===== src/rtl/paged_mapper_pkg.sv =====
package paged_mapper_pkg;

    typedef enum logic [2:0] {
        ST_IDLE,
        ST_LOOKUP,
        ST_DATA,
        ST_TABLE,
        ST_DONE
    } map_state_e;

    typedef struct packed {
        logic rom_page;
        logic preg_en;
        logic map_en;
    } map_ctl_t;

    localparam int NCTL = 3;

endpackage


===== src/rtl/paged_mapper_cru.sv =====
module paged_mapper_cru
    import paged_mapper_pkg::*;
#(
    parameter int          AW       = 16,
    parameter logic [15:0] ROM_BIT  = 16'h1100,
    parameter logic [15:0] PREG_BIT = 16'h1E00,
    parameter logic [15:0] MAP_BIT  = 16'h1E02
) (
    input  logic          clk,
    input  logic          rst,
    input  logic          cru_wen,
    input  logic [AW-1:0] cru_addr,
    input  logic          cru_wbit,
    output logic          cru_rbit,
    output map_ctl_t      ctl
);

    logic [NCTL-1:0] bits_q;
    logic [NCTL-1:0] hit;

    function automatic logic [AW-1:0] bit_addr(input int i);
        case (i)
            0:       bit_addr = AW'(MAP_BIT);
            1:       bit_addr = AW'(PREG_BIT);
            default: bit_addr = AW'(ROM_BIT);
        endcase
    endfunction

    for (genvar i = 0; i < NCTL; i++) begin : g_bit
        assign hit[i] = (cru_addr == bit_addr(i));
        always_ff @(posedge clk) begin
            if (rst) begin
                bits_q[i] <= 1'b0;
            end else if (cru_wen && hit[i]) begin
                bits_q[i] <= cru_wbit;
            end
        end
    end

    assign cru_rbit = |(hit & bits_q);
    assign ctl      = map_ctl_t'(bits_q);


    ctl_reset_chk: assert property (@(posedge clk) $past(rst) |-> (ctl == '0));


    map_write_chk: assert property (@(posedge clk) disable iff (rst)
        (cru_wen && cru_addr == AW'(MAP_BIT)) |=> (ctl.map_en == $past(cru_wbit)));


    other_write_chk: assert property (@(posedge clk) disable iff (rst)
        (cru_wen && cru_addr != AW'(MAP_BIT) && cru_addr != AW'(PREG_BIT)
         && cru_addr != AW'(ROM_BIT)) |=> $stable(ctl));

endmodule


===== src/rtl/paged_mapper_dec.sv =====
module paged_mapper_dec #(
    parameter int          AW        = 16,
    parameter int          OFFW      = 12,
    parameter int          IDXW      = AW - OFFW,
    parameter logic [15:0] LO_FIRST  = 16'h2000,
    parameter logic [15:0] LO_LAST   = 16'h3FFF,
    parameter logic [15:0] HI_FIRST  = 16'hA000,
    parameter logic [15:0] HI_LAST   = 16'hFFFF,
    parameter logic [15:0] PG_FIRST  = 16'h4000,
    parameter logic [15:0] PG_LAST   = 16'h401F
) (
    input  logic [AW-1:0]   addr,
    input  logic            preg_en,
    output logic            in_win,
    output logic            in_preg,
    output logic [IDXW-1:0] look_idx,
    output logic [IDXW-1:0] preg_idx,
    output logic [OFFW-1:0] offset
);

    logic lo_hit, hi_hit, pg_hit;

    always_comb begin
        lo_hit   = (addr >= AW'(LO_FIRST)) && (addr <= AW'(LO_LAST));
        hi_hit   = (addr >= AW'(HI_FIRST)) && (addr <= AW'(HI_LAST));
        pg_hit   = (addr >= AW'(PG_FIRST)) && (addr <= AW'(PG_LAST));
        in_win   = lo_hit || hi_hit;
        in_preg  = pg_hit && preg_en;
        look_idx = addr[AW-1:OFFW];
        preg_idx = addr[IDXW:1];
        offset   = addr[OFFW-1:0];
    end

endmodule


===== src/rtl/paged_mapper.sv =====
module paged_mapper
    import paged_mapper_pkg::*;
#(
    parameter int          AW       = 16,
    parameter int          PW       = 19,
    parameter int          DW       = 8,
    parameter int          OFFW     = 12,
    parameter int          PGW      = 6,
    parameter logic [18:0] MAP_BASE = 19'h40000,
    parameter logic [18:0] PT_BASE  = 19'h3FFF0
) (
    input  logic          clk,
    input  logic          rst,
    input  logic          cpu_req,
    input  logic          cpu_we,
    input  logic [AW-1:0] cpu_addr,
    input  logic [DW-1:0] cpu_wdata,
    output logic [DW-1:0] cpu_rdata,
    output logic          cpu_ack,
    input  logic          cru_wen,
    input  logic [AW-1:0] cru_addr,
    input  logic          cru_wbit,
    output logic          cru_rbit,
    output logic          rom_page_en,
    output logic          sram_req,
    output logic          sram_we,
    output logic [PW-1:0] sram_addr,
    output logic [DW-1:0] sram_wdata,
    input  logic [DW-1:0] sram_rdata,
    input  logic          sram_ack
);

    localparam int IDXW = AW - OFFW;

    map_state_e      state, nstate;
    map_ctl_t        ctl;
    logic [AW-1:0]   req_addr;
    logic [AW-1:0]   dec_addr;
    logic            req_we;
    logic            req_mapped;
    logic [DW-1:0]   req_wdata;
    logic [PGW-1:0]  page_q;
    logic [DW-1:0]   rdata_q;
    logic            in_win, in_preg;
    logic [IDXW-1:0] look_idx, preg_idx;
    logic [OFFW-1:0] offset;
    logic [PW-1:0]   xlat_addr, flat_addr;

    paged_mapper_cru #(.AW(AW)) u_cru (
        .clk      (clk),
        .rst      (rst),
        .cru_wen  (cru_wen),
        .cru_addr (cru_addr),
        .cru_wbit (cru_wbit),
        .cru_rbit (cru_rbit),
        .ctl      (ctl)
    );

    assign dec_addr = (state == ST_IDLE) ? cpu_addr : req_addr;

    paged_mapper_dec #(.AW(AW), .OFFW(OFFW), .IDXW(IDXW)) u_dec (
        .addr     (dec_addr),
        .preg_en  (ctl.preg_en),
        .in_win   (in_win),
        .in_preg  (in_preg),
        .look_idx (look_idx),
        .preg_idx (preg_idx),
        .offset   (offset)
    );

    assign rom_page_en = ctl.rom_page;
    assign xlat_addr   = PW'(MAP_BASE) | PW'({page_q, offset});
    assign flat_addr   = PW'(MAP_BASE) | PW'(req_addr);

    always_ff @(posedge clk) begin
        if (rst) begin
            state <= ST_IDLE;
        end else begin
            state <= nstate;
        end
    end

    always_comb begin
        nstate = state;
        unique case (state)
            ST_IDLE: begin
                if (cpu_req) begin
                    if (in_preg)      nstate = ST_TABLE;
                    else if (in_win)  nstate = ctl.map_en ? ST_LOOKUP : ST_DATA;
                    else              nstate = ST_DONE;
                end
            end
            ST_LOOKUP: if (sram_ack) nstate = ST_DATA;
            ST_DATA:   if (sram_ack) nstate = ST_DONE;
            ST_TABLE:  if (sram_ack) nstate = ST_DONE;
            ST_DONE:   nstate = ST_IDLE;
            default:   nstate = ST_IDLE;
        endcase
    end

    always_ff @(posedge clk) begin
        if (rst) begin
            req_addr   <= '0;
            req_we     <= 1'b0;
            req_mapped <= 1'b0;
            req_wdata  <= '0;
            page_q     <= '0;
            rdata_q    <= '0;
        end else begin
            if (state == ST_IDLE && cpu_req) begin
                req_addr   <= cpu_addr;
                req_we     <= cpu_we;
                req_mapped <= ctl.map_en;
                req_wdata  <= cpu_wdata;
                rdata_q    <= '0;
            end
            if (state == ST_LOOKUP && sram_ack) begin
                page_q <= sram_rdata[PGW-1:0];
            end
            if ((state == ST_DATA || state == ST_TABLE) && sram_ack && !req_we) begin
                rdata_q <= sram_rdata;
            end
        end
    end

    always_comb begin
        sram_req   = 1'b0;
        sram_we    = 1'b0;
        sram_addr  = '0;
        sram_wdata = req_wdata;
        cpu_ack    = 1'b0;
        unique case (state)
            ST_IDLE: ;
            ST_LOOKUP: begin
                sram_req  = 1'b1;
                sram_addr = PW'(PT_BASE) + PW'(look_idx);
            end
            ST_DATA: begin
                sram_req  = 1'b1;
                sram_we   = req_we;
                sram_addr = req_mapped ? xlat_addr : flat_addr;
            end
            ST_TABLE: begin
                sram_req  = 1'b1;
                sram_we   = req_we;
                sram_addr = PW'(PT_BASE) + PW'(preg_idx);
            end
            ST_DONE: cpu_ack = 1'b1;
            default: ;
        endcase
    end

    assign cpu_rdata = rdata_q;


    sram_hold_chk: assert property (@(posedge clk) disable iff (rst)
        (sram_req && !sram_ack) |=> (sram_req && $stable(sram_addr) && $stable(sram_we)));


    ack_pulse_chk: assert property (@(posedge clk) disable iff (rst)
        cpu_ack |=> !cpu_ack);


    lookup_then_data_chk: assert property (@(posedge clk) disable iff (rst)
        (state == ST_LOOKUP && sram_ack) |=> (state == ST_DATA && sram_req && !$past(sram_we)));


    data_region_chk: assert property (@(posedge clk) disable iff (rst)
        (state == ST_DATA && sram_req) |-> (sram_addr >= PW'(MAP_BASE)));


    table_region_chk: assert property (@(posedge clk) disable iff (rst)
        (state == ST_TABLE) |-> (sram_addr >= PW'(PT_BASE) && sram_addr < PW'(PT_BASE) + PW'(2**IDXW)));

endmodule


===== config.mk =====
export PLATFORM = sky130hd
export DESIGN_NAME = paged_mapper
export DESIGN_NICKNAME = d
export VERILOG_FILES = /design/src/rtl/paged_mapper_pkg.sv /design/src/rtl/paged_mapper_cru.sv /design/src/rtl/paged_mapper_dec.sv /design/src/rtl/paged_mapper.sv
export SDC_FILE = /design/constraint.sdc
export NUM_CORES = 1
export LEC_CHECK = 0
export ABC_AREA = 1
export BUFFER_PORTS_ARGS = -buffer_cell sky130_fd_sc_hd__clkbuf_2
export CORE_AREA = 2 2 87 89
export DETAILED_ROUTE_END_ITERATION = 10
export DIE_AREA = 0 0 89 91
export PLACE_DENSITY = 0.59
export SLEW_MARGIN = 20
export SYNTH_ARGS = -nofsm -noshare
export SYNTH_HDL_FRONTEND = slang
export SYNTH_SLANG_ARGS = --single-unit

===== constraint.sdc =====
create_clock -name clk -period 1.3 [get_ports clk]
set_input_delay 0.065 -clock clk [delete_from_list [all_inputs] [get_ports clk]]
set_output_delay 0.065 -clock clk [all_outputs]
set_load 0.02 [all_outputs]

==> impl_metrics.csv <==
group,metric,value,unit
status,outcome,"finished with violations",
status,failed_checks,"setup timing",
timing,fmax,597.7,MHz
power,vdd_ir_drop_max,0.9648,mV
drt,detail_route.vias_per_cell,4.988,
worst_setup_path,setup.worst_path.start,"state[1]$_SDFFE_PP0P_",
timing,tightestPinTransition,0.3955,ns
power,overall_power_consumption,7968,uW
worst_setup_path,timing.critical_path.fanout_max,3,
worst_setup_path,cp_common_cell,"sky130_fd_sc_hd__nor2_4",
logic_synthesis,postSynth.asyncResetShare,0,%
place,place_worst_setup_slack,-0.1882,ns
worst_setup_path,crit_arrival,1.61,ns
logic_synthesis,synth-simple-area-share,30.41,%
logic_synthesis,synth-compound-area-share,21.45,%
logic_synthesis,syn-cell-area,2444,um^2
floorplanning,row_count,31,
worst_setup_path,worst-setup-path-type,"register to primary output",
timing,maxSlewHeadroom,73.63,%
layout,layout-drive-gt1-share,44.55,%
floorplanning,die_width,89,um
timing,finalSetupViolCount,64,
logic_synthesis,ys_top_cells_by_area,"sky130_fd_sc_hd__dfxtp_1 (38%), sky130_fd_sc_hd__nand2_1 (13%), sky130_fd_sc_hd__a21oi_1 (9.4%), sky130_fd_sc_hd__o21ai_0 (8.2%), sky130_fd_sc_hd__nand3_1 (6.3%)",
layout,n_antenna_cell,0,
worst_setup_path,worst_r2r_endpoint,"state[1]$_SDFFE_PP0P_",
grt,grt_antenna_before_repair,0,
worst_setup_path,timing.rr.start,"state[2]$_SDFFE_PP0P_",
drt,route.detailed.drc,0,
place,place.port_buffers,94,
place,placedCellCount,570,
layout,fin_area,4161,um^2
worst_setup_path,crit_chain,"inv_4, nor2_4, inv_2, nor2_4, clkinvlp_4, buf_12, o31ai_4, clkbuf_8",
timing,grt_setup_unrepaired,"true",
cts,cts_root_buffer,"sky130_fd_sc_hd__clkbuf_8",
grt,overall_fraction_of_global_route_tracks_in_use,20.77,%
logic_synthesis,synth_top_flop_cell,"sky130_fd_sc_hd__dfxtp_1",
logic_synthesis,yosys.cell_count.top_type,"sky130_fd_sc_hd__nand2_1",
grt,first_pass_grt_wire_length,13.41,mm
drt,post_drt_wl_per_cell,13.84,um
timing,timing.hold.ws,0.01900,ns
floorplanning,dieArea,8099,um^2
timing,hold_viol,0,
layout,instances_no_fill,604,
worst_setup_path,critPathCaptureType,"primary output",
worst_setup_path,critical_path.slowest_cell,"sky130_fd_sc_hd__dfxtp_4",
place,routabilityCongestion,0.8025,
drt,dr_total_vias,3013,
logic_synthesis,synth.cells.most_frequent,"sky130_fd_sc_hd__nand2_1 (82), sky130_fd_sc_hd__a21oi_1 (46), sky130_fd_sc_hd__dfxtp_1 (46), sky130_fd_sc_hd__o21ai_0 (40), sky130_fd_sc_hd__inv_1 (34)",
place,place_hpwl,5.906,mm
place,dpl_cell_area,3332,um^2
logic_synthesis,syn_nets,417,
timing,min_period_over_period,128.7,%
floorplanning,die_height,91,um
logic_synthesis,yosys-mux-area-fraction,0,%
drt,drt.antenna.violating_nets,0,
worst_setup_path,setup.reg_to_reg.worst_slack,-0.29,ns
worst_setup_path,endpoint,"sram_addr[16]",
logic_synthesis,postSynthRegisterBits,46,
worst_setup_path,depth_of_the_worst_register_to_register_path,11,
floorplanning,ioPinCount,95,
cts,worstSkewPairLatency,0.30,ns
cts,h-tree-depth,2,
worst_setup_path,slowest_delay,0.39,ns
cts,cts_buffer_depth,2,
drt,wl,8.362,mm
power,power_density,1915,nW/um^2
cts,cts.reportedPaths.clkPinSlew,0.09,ns
drt,drt_iter0_markers,109,
floorplanning,initial_utilization,34.24,%
min_path,worst_hold_path_type,"input port to register",
worst_setup_path,cp.required,1.24,ns
drt,detail_route.first_pass.iterations,5,
timing,minimum_period_implied_by_the_final_worst_setup_slack,1.673,ns
timing,maxSlewViolCount,0,
logic_synthesis,netlist-cell-type-count,25,
floorplanning,floorplan.core_area,7137,um^2
logic_synthesis,post_synth_edffs,0,
layout,flow.area_growth_from_synthesis,70.30,%
logic_synthesis,synth_warnings,0,
power,leakage,0.001815,uW
cts,cts_sinks,46,
logic_synthesis,synth_top_family_by_area,"simple AND/OR/NAND/NOR gates",
job,cap_violations,0,
logic_synthesis,postSynthAreaPerCell,6.750,um^2
logic_synthesis,seq_area_frac_synth,37.69,%
layout,layout.nets,559,
logic_synthesis,synthDominantAreaCellType,"sky130_fd_sc_hd__dfxtp_1",
grt,grt_max_degree,30,
logic_synthesis,synth_xor_xnor_area_share,0,%
logic_synthesis,synth_fa_ha_area_share,0,%
grt,first_global_vias,2904,
logic_synthesis,syn_inst,362,
worst_setup_path,timing.critical_path.from_type,"register",
cts,cts_tree,"done",
grt,grt-ovfl-total,0,
timing,final_critical_path_setup_slack,-0.3730,ns
layout,fillCellCount,689,
logic_synthesis,netlist.area_leader.share,37.69,%
timing,final.setup_skew,0.002756,ns
cts,cts-buffers-inserted,5,
## kinds of logic (layout without fill, tap and decap cells)
family,count (synthesis),count (layout)
simple gates,160,161
flops,46,46
buf+inv,58,200
compound gates,98,98
## through the flow
step | setup TNS [ns] | utilization, %
after global routing | -19.20 | 58.31
after CTS | -10.54 | 54.91
after global placement | -2.197 | 46.69
after detailed placement | -2.584 | 46.69
final | -13.26 | 58.31
after floorplan | -2.242 | -
## sequential cells by signal, indices dropped and copies added, names as in the netlist
register / flops
req_mapped: 1
page_q: 6
u_cru.ctl: 3
sram_wdata: 8
cpu_rdata: 8
state: 3
req_addr: 16
req_we: 1
## worst min path at each step
| stage | startpoint | end | slack (ns) | cells after the start |
|---|---|---|---|---|
| final | sram_rdata[3] | page_q[3]$_SDFFE_PP0P_ | 0.02 | 3 |
| after global routing | sram_rdata[3] | page_q[3]$_SDFFE_PP0P_ | 0.02 | 3 |
| after CTS | sram_rdata[1] | page_q[1]$_SDFFE_PP0P_ | 0.01 | 3 |
| after detailed placement | cpu_addr[2] | req_addr[2]$_SDFFE_PP0P_ | 0.30 | 3 |
| after global placement | cpu_wdata[3] | sram_wdata[3]$_SDFFE_PP0P_ | 0.30 | 3 |
| after floorplan | cpu_addr[0] | req_addr[0]$_SDFFE_PP0P_ | 0.21 | 2 |
## layout by cell type (no fill, tap or decap), types with 3 or more instances in the layout
cell,count
sky130_fd_sc_hd__nand2_2,7
sky130_fd_sc_hd__nand3_1,24
sky130_fd_sc_hd__o21ai_2,14
sky130_fd_sc_hd__nor2_1,10
sky130_fd_sc_hd__nor2_4,4
sky130_fd_sc_hd__inv_1,29
sky130_fd_sc_hd__clkbuf_8,15
sky130_fd_sc_hd__a21oi_1,36
sky130_fd_sc_hd__nand2_4,3
sky130_fd_sc_hd__o21ai_0,16
sky130_fd_sc_hd__clkbuf_4,3
sky130_fd_sc_hd__nor2_2,3
sky130_fd_sc_hd__nand2_1,72
sky130_fd_sc_hd__nand3_2,7
sky130_fd_sc_hd__buf_8,6
sky130_fd_sc_hd__nand3b_1,9
sky130_fd_sc_hd__a21oi_2,10
sky130_fd_sc_hd__buf_12,4
sky130_fd_sc_hd__o211ai_1,3
sky130_fd_sc_hd__o21ai_1,10
sky130_fd_sc_hd__clkbuf_2,71
sky130_fd_sc_hd__inv_4,3
sky130_fd_sc_hd__dlygate4sd3_1,11
sky130_fd_sc_hd__nand4_1,13
sky130_fd_sc_hd__buf_6,16
sky130_fd_sc_hd__dfxtp_1,43
sky130_fd_sc_hd__buf_4,32
## critical path: cells and delay by family, from the launching register on
kind / cells / cell delay [ns]
AND/OR/NAND/NOR: 2 / 0.19
AO/OA/AOI/OAI: 1 / 0.16
flip-flops: 1 / 0.39
buffers and inverters: 5 / 0.55
## per-layer routing
| metal | part of all wire (%) | GRT usage (%) |
|---|---|---|
| met2 | 52 | 33.77 |
| met1 | 43 | 28.37 |
| met4 | 1.5 | 5.721 |
| met3 | 3.8 | 3.182 |
| met5 | 0 | 0 |
## cell type report
| class | instances | area, um^2 | share of cell area, % |
|---|---|---|---|
| inverters | 37 | 158.9 | 3.818 |
| multi-input cells | 259 | 1595 | 38.33 |
| well taps | 99 | 123.9 | 2.977 |
| repair buffers | 155 | 1246 | 29.95 |
| clock inverters | 2 | 13.76 | 0.3307 |
| clock buffers | 6 | 93.84 | 2.255 |
| flip-flops and latches | 46 | 929.6 | 22.34 |
## power breakdown
group          internal [uW]  switching (uW)
sequential              1700             184
clock                    500             524
combinational           2270            2800
total                   4460            3510
## repair_timing
| item | 4_1_cts | 5_1_grt |
|---|---|---|
| endpoints found under the hold margin | 11 | 0 |
| hold buffers | 11 | 0 |
| cloned | 2 | 1 |
| setup endpoints to repair | 46 | 66 |
| gates resized for setup | 78 | 59 |
| pin swaps | 13 | 7 |
| buffers inserted | 10 | 3 |
No activity file was read; power rests on OpenSTA's default activity.
